<file path="config.mk">
export PLATFORM = sky130hd
export DESIGN_NAME = route_logic_cell
export DESIGN_NICKNAME = d
export VERILOG_FILES = /design/src/rtl/route_logic_cell.sv
export SDC_FILE = /design/constraint.sdc
export NUM_CORES = 1
export LEC_CHECK = 0
export ABC_AREA = 1
export BUFFER_PORTS_ARGS = -buffer_cell sky130_fd_sc_hd__buf_2
export CELL_PAD_IN_SITES_DETAIL_PLACEMENT = 2
export CELL_PAD_IN_SITES_GLOBAL_PLACEMENT = 2
export CORE_UTILIZATION = 30
export DETAILED_ROUTE_END_ITERATION = 8
export PLACE_DENSITY_LB_ADDON = 0.1
export SLEW_MARGIN = 25
export SYNTH_ARGS = -nofsm -noshare
export SYNTH_HDL_FRONTEND = slang
export SYNTH_SLANG_ARGS = --single-unit
</file>
<file path="constraint.sdc">
create_clock -name clk -period 2.25 [get_ports clk]
set_input_delay 0.45 -clock clk [delete_from_list [all_inputs] [get_ports clk]]
set_output_delay 0.45 -clock clk [all_outputs]
set_load 0.02 [all_outputs]
</file>
<file path="src/rtl/route_logic_cell.sv">
module route_logic_cell #(
  parameter int TRACKS = 7
) (
  input  logic              clk,
  input  logic              rst_n,
  input  logic              scan_en,
  input  logic              scan_in,
  output logic              scan_out,
  input  logic [TRACKS-1:0] chan_in,
  input  logic [1:0]        diag_a_in,
  input  logic [1:0]        diag_b_in,
  output logic              diag_a_out,
  output logic              diag_b_out,
  output logic              chan_drv,
  output logic [TRACKS-1:0] chan_oe
);
  localparam int SW    = $clog2(TRACKS + 1);
  localparam int CH_W  = 2 * SW + 3;
  localparam int RT_LO = CH_W;
  localparam int DG_LO = RT_LO + 7;
  localparam int TT_LO = DG_LO + 2;
  localparam int CFG_W = TT_LO + 8;

  logic [CFG_W-1:0] cfg;
  logic             st;
  logic             chan_rd, i0, i1, i2, f, res;
  logic [7:0]       tt;

  wire [SW-1:0] rd_sel  = cfg[SW-1:0];
  wire [SW-1:0] drv_sel = cfg[2*SW-1:SW];
  wire          drv_en  = cfg[2*SW];
  wire          loop_en = cfg[2*SW+1];

  always_comb begin
    chan_rd = 1'b0;
    for (int t = 0; t < TRACKS; t++) begin
      if (rd_sel == SW'(t)) chan_rd = chan_in[t];
      chan_oe[t] = !scan_en && drv_en && (drv_sel == SW'(t));
    end
  end

  assign i0  = loop_en ? st : chan_rd;
  assign i1  = diag_a_in[cfg[DG_LO]];
  assign i2  = diag_b_in[cfg[DG_LO+1]];
  assign tt  = cfg[TT_LO +: 8];
  assign f   = tt[{i2, i1, i0}];
  assign res = cfg[RT_LO+6] ? st : f;

  function automatic logic pick(input logic [1:0] s, input logic a, b, c, d);
    case (s)
      2'd0:    pick = a;
      2'd1:    pick = b;
      2'd2:    pick = c;
      default: pick = d;
    endcase
  endfunction

  assign chan_drv   = pick(cfg[RT_LO   +: 2], i0, i1, i2, res);
  assign diag_a_out = pick(cfg[RT_LO+2 +: 2], i0, i1, i2, res);
  assign diag_b_out = pick(cfg[RT_LO+4 +: 2], i0, i1, i2, res);
  assign scan_out   = st;

  always_ff @(posedge clk or negedge rst_n) begin
    if (!rst_n) begin
      cfg <= '0;
      st  <= 1'b0;
    end else if (scan_en) begin
      cfg <= {cfg[CFG_W-2:0], scan_in};
      st  <= cfg[CFG_W-1];
    end else begin
      st  <= f;
    end
  end
endmodule


</file>
==> impl_metrics.toml, run 1 <==
[critical_path]
cp-end-kind = "primary output"
slowest_stage = "dfrtp_2"
worst-path-buf-inv = 2
path_class = "register to primary output"
crit_fanout = 6
r2r-start = "cfg[0]$_DFFE_PN0P_"
rr_worst_depth = 13
cp.depth = 14
path_cells = "inv_2, or2_0, nand2_1, nand2_2, nand3_4, nand2_4, nand2_2, nand3_2, nand3b_1, nand2_2, nand2_4, nand3_2, nand2_2, buf_6"
required_ns = 1.80
r2r_setup_slack_ns = 0.46
cp_top_family = "simple AND/OR/NAND/NOR gates"
cp.arrival_ns = 2.00
cpMostUsedCell = "nand2_2"
cp_slowest_stage_delay_ns = 0.43
critPathLaunchType = "register"
r2r-end = "scan_out$_DFF_PN0_"

[timing]
period_needed_ns = 2.45
max_freq_ghz = 0.408
final-setup-viol-count = 3
skew_ns = 0.00928
worstMarginPinSlew_ns = 0.640
final-max-slew-violation-count = 0
rsz0062_at_grt = "true"
period_share = 1.09
hold_slack_ns = 0.174
layout_setup_ws_ns = -0.200
hold_violations = 0
slew_headroom = 0.574
fin_setup_tns_ns = -0.570

[cells_and_area]
finalNetCount = 234
post-route-util = 0.398
final_cell_mix = "41 x nand2_1, 32 x inv_1, 27 x o21ai_0"
fillCellCount = 528
drive_gt1_frac = 0.271
mostFrequentLayoutCell = "nand2_1"
diodes = 0
area_growth_pct = 24.9

[power_and_ir_drop]
seqPwrFrac = 0.428
max-vdd-ir-drop_v = 0.000402
pwr_density_cell_nw_per_um2 = 832
p_int_mw = 0.911
p_leak_nw = 0.863
swShare = 0.376
combPwrFrac = 0.374
clock_power_share = 0.198
switchingPower_mw = 0.549

[place]
place_hpwl_um = 2790
place_congestion = 0.737
dp_slack_ns = -0.0174
port_buffers = 25

[global_route]
grt_usage = 0.171
overflow = 0
met2_usage = 0.314
groute.layer.met1.usage = 0.190
antenna_found_initial = 0
use_met3 = 0.0462
grt_pass1_wl_um = 6630
busiest_layer = "met2"
grt_pass1_vias = 1448
grt_start_max_net_pins = 51

[clocking]
clk_pin_slew_ns = 0.10
clock-sinks = 27
cts_max_path_buffers = 2
cts_tree = "done"
h-tree-depth = 1
cts_root_buf = "clkbuf_8"
numCtsBuffers = 3
clk_latency_ns = 0.28

[yosys]
ys_seq_area_frac = 0.481
yosysWarnings = 0
netlist_area_um2 = 1410
synthCells = 189
syn-num-nets = 204
synth_top_area_share = 0.481
synth_cell_types = 18
syn_avg_cell_area_um2 = 7.43
yosys_register_bits = 27
synth_area_leaders = "dfrtp_1 48%, nand2_1 13%, o21ai_0 9.6%"
yosys.area.top_type = "dfrtp_1"

[detailed_routing]
dr_total_vias = 1324
drc = 0
wl_um = 3950
drt_iter0_markers = 45
wl_per_cell_um = 14.6
vias_per_cell = 4.90
dr.pass1.iters = 2
ant_nets = 0

[outcome]
violations = "negative setup slack"
status = "complete, but fails checks"

[die]
top_level_ports = 26
initial_core_util = 0.318
die_y_um = 70.4
die_x_um = 70.4
die_area_um2 = 4960
coreArea_um2 = 4410
placementRows = 24

[run]
cap_violations = 0

[min_path]
min_path_type = "primary input to async pin"
==> worst max path at each step <==
stage / from / to / slack [ns]
after floorplan: chan_in[3] / chan_drv / 0.31
after global placement: chan_in[3] / diag_b_out / 0.07
after detailed placement: chan_in[3] / chan_drv / -0.02
after CTS: cfg[0]$_DFFE_PN0P_ / chan_drv / -0.23
after global routing: cfg[0]$_DFFE_PN0P_ / chan_drv / -0.34
final: cfg[0]$_DFFE_PN0P_ / chan_drv / -0.20
==> synth_stat cells <==
cell and n:
nand2_1 48, inv_1 32, dfrtp_1 27, o21ai_0 27, nand3_1 17, nor2_1 10
nor3_1 7, clkbuf_1 6, a311oi_1 3, nand2_2 2, o21ai_1 2, or2_2 2
inv_2 1, nand2_4 1, nand3_4 1, nand3b_1 1, or2_0 1, or2_1 1
==> power by group through the flow <==
stage	Clock, mW	Sequential (mW)	Combinational [mW]
after floorplan	0	0.620	0.277
after global placement	0	0.627	0.397
after detailed placement	0	0.633	0.426
after CTS	0.307	0.625	0.481
after global routing	0.327	0.636	0.606
final	0.289	0.625	0.546
==> sequential cells by signal (all words and copies together) (netlist names) <==
| signal | count |
|---|---|
| cfg | 26 |
| scan_out | 1 |
==> cell families after synthesis <==
group | count (synthesis) | synth area share
and+or+nand+nor | 91 | 0.293
AOI/OAI and AO/OA | 32 | 0.122
buffers and inverters | 39 | 0.104
DFF | 27 | 0.481
==> final cells by class <==
cell class	count	area, um2	area share
multi-input cells	123	654	0.373
repair buffers	31	189	0.108
clock buffers	4	45.0	0.0257
flip-flops and latches	27	678	0.386
well taps	52	65.1	0.0371
inverters	33	124	0.0706
==> per-stage QoR <==
| step | instances | instance area (um2) | total power [mW] |
|---|---|---|---|
| floorplan | 189 | 1410 | 0.897 |
| global placement | 264 | 1600 | 1.02 |
| detailed placement | 264 | 1600 | 1.06 |
| CTS | 269 | 1680 | 1.41 |
| global route | 270 | 1760 | 1.57 |
| finish | 270 | 1760 | 1.46 |
==> metal layers <==
metal,vias up,part of all wire
met5,-,0
met4,0,0.015
met3,6,0.040
met2,25,0.53
met1,643,0.41
li1,650,-
==> repair_timing <==
| action | in CTS | in global routing |
|---|---|---|
| gates resized for setup | 10 | 15 |
| pin swaps | 1 | 6 |
| setup endpoints to repair | 3 | 3 |
| buffers inserted | 1 | 1 |
| hold buffers | 0 | 0 |
Note: power is estimated with default switching activity, not from simulation.
==> run 2: changes to the inputs <==
Settings changed: PLACE_DENSITY_LB_ADDON 0.1 to 0.25.
==> run 2 against run 1 <==
  * Clock skew shrank 0.0074 ns
  * Routed wire length shrank 3.1%
  * Worst hold slack improved by 0.016 ns
  * Count of clock-buffer cells in the layout is 1 lower
  * Critical path depth fell by 4
  * Global-route usage decreased by 0.14 points
  * Register-to-register slack improved by 0.10 ns
  * Final cell count shrank 0.37%
  * Critical path type unchanged
  * Sequential power about the same
  * Die area unchanged
  * The flow still finishes with violations (negative setup slack)
==> impl_metrics.toml, run 2 (synthesized netlist as in run 1, its figures left out) <==
[cells_and_area]
post-route-util = 0.391
drive_gt1_frac = 0.249
mostFrequentLayoutCell = "nand2_1"
area_growth_pct = 22.9
post-route-cell-area_um2 = 1730
diodes = 0
final_cell_mix = "42 x nand2_1, 32 x inv_1, 27 x o21ai_0"
finalNetCount = 233
largest_reg_flops = 26
top_register = "cfg"
fillCellCount = 522

[clocking]
numCtsBuffers = 3
clock-sinks = 27
clk_latency_ns = 0.27
cts_root_buf = "clkbuf_8"
cts_max_path_buffers = 2
cts_tree = "done"
h-tree-depth = 1
clk_pin_slew_ns = 0.10

[outcome]
status = "complete, but fails checks"
violations = "negative setup slack"

[detailed_routing]
dr.pass1.iters = 3
vias_per_cell = 4.96
wl_um = 3830
drc = 0
ant_nets = 0
dr_total_vias = 1335
drt_iter0_markers = 21
wl_per_cell_um = 14.2

[global_route]
grt_pass1_wl_um = 6760
antenna_found_initial = 0
grt_usage = 0.170
grt_pass1_vias = 1493
grt_start_max_net_pins = 51
overflow = 0

[timing]
hold_slack_ns = 0.190
layout_setup_ws_ns = -0.239
hold_violations = 0
period_share = 1.11
final-max-slew-violation-count = 0
worstMarginPinSlew_ns = 0.654
slew_headroom = 0.564
final-setup-viol-count = 3
period_needed_ns = 2.49
fin_setup_tns_ns = -0.605
rsz0062_at_grt = "true"
max_freq_ghz = 0.402
skew_ns = 0.00188

[place]
place_hpwl_um = 2890
port_buffers = 25
dp_slack_ns = -0.0596
place_congestion = 0.704
place_area_um2 = 1600

[die]
placementRows = 24
coreArea_um2 = 4410
initial_core_util = 0.318
top_level_ports = 26
die_area_um2 = 4960
die_y_um = 70.4
die_x_um = 70.4

[critical_path]
required_ns = 1.80
rr_worst_depth = 12
r2r-start = "cfg[0]$_DFFE_PN0P_"
r2r-end = "scan_out$_DFF_PN0_"
crit_fanout = 6
r2r_setup_slack_ns = 0.56
path_class = "register to primary output"
cp-end-kind = "primary output"
crit_start = "cfg[0]$_DFFE_PN0P_"
cp.arrival_ns = 2.04
critPathLaunchType = "register"

[power_and_ir_drop]
p_leak_nw = 0.857
pwr_density_cell_nw_per_um2 = 822
max-vdd-ir-drop_v = 0.000358

[min_path]
min_path_type = "primary input to async pin"

[run]
cap_violations = 0
## run 2: changes by cell type in the layout (fill, tap and decap cells not counted)
cell	previous run	this run
a311oi_1	0	3
a311oi_2	3	0
buf_4	6	5
clkbuf_1	1	0
clkinv_2	0	1
dfrtp_1	25	26
dfrtp_2	2	1
nand2_1	41	42
nand2_2	8	7
## run 2: metrics by stage
step | instances | total power [mW]
after floorplan | 189 | 0.897
after global placement | 264 | 1.02
after detailed placement | 264 | 1.06
after CTS | 269 | 1.41
after global routing | 269 | 1.52
final | 269 | 1.42
## run 2: worst max-delay path by stage
| stage | endpoint | cells after the start | slack, ns |
|---|---|---|---|
| after global routing | diag_b_out | 10 | -0.38 |
| final | diag_b_out | 10 | -0.24 |
| after floorplan | chan_drv | 12 | 0.31 |
| after CTS | diag_b_out | 14 | -0.26 |
| after detailed placement | diag_b_out | 14 | -0.06 |
| after global placement | diag_b_out | 14 | 0.07 |
## run 2: repair_timing
action,4_1_cts,5_1_grt
setup buffers,1,0
endpoints found under the setup margin,3,3
hold buffers,0,0
pin swaps,5,5
resized for setup,12,8
## run 2: cell type report
class | count | area (um2) | share of cell area
Clock inverter | 1 | 5.00 | 0.00290
Multi-Input combinational cell | 123 | 633 | 0.367
Tap cell | 52 | 65.1 | 0.0377
Sequential cell | 27 | 677 | 0.392
Timing Repair Buffer | 30 | 181 | 0.105
Inverter | 33 | 124 | 0.0717
Clock buffer | 3 | 41.3 | 0.0239
## run 2: power by group
part / internal (mW) / total [mW] / switching [mW] / leakage, nW
Sequential: 0.562 / 0.622 / 0.0601 / 0.351
Clock: 0.124 / 0.286 / 0.162 / 0.0255
Combinational: 0.200 / 0.511 / 0.311 / 0.480
Total: 0.886 / 1.42 / 0.533 / 0.857
## run 2: worst max-delay path: stages (launching register included)
cell and delay, ns:
dfrtp_2 0.43, inv_2 0.06, or2_0 0.19, nand2_1 0.08, nand2_2 0.06, nand3_4 0.11, nand2_4 0.08, buf_4 0.17
a311oi_1 0.32, nand2_2 0.11, buf_6 0.14
## run 2: metal layers
layer  vias up  wire (um)  part of all wire  global-route usage
met3         4         84             0.022              0.0216
met1       662       1660              0.43               0.203
met4         0         26            0.0068              0.0267
li1        650          -                 -                   -
met5         -          0                 0                   0
met2        19       2050              0.54               0.325
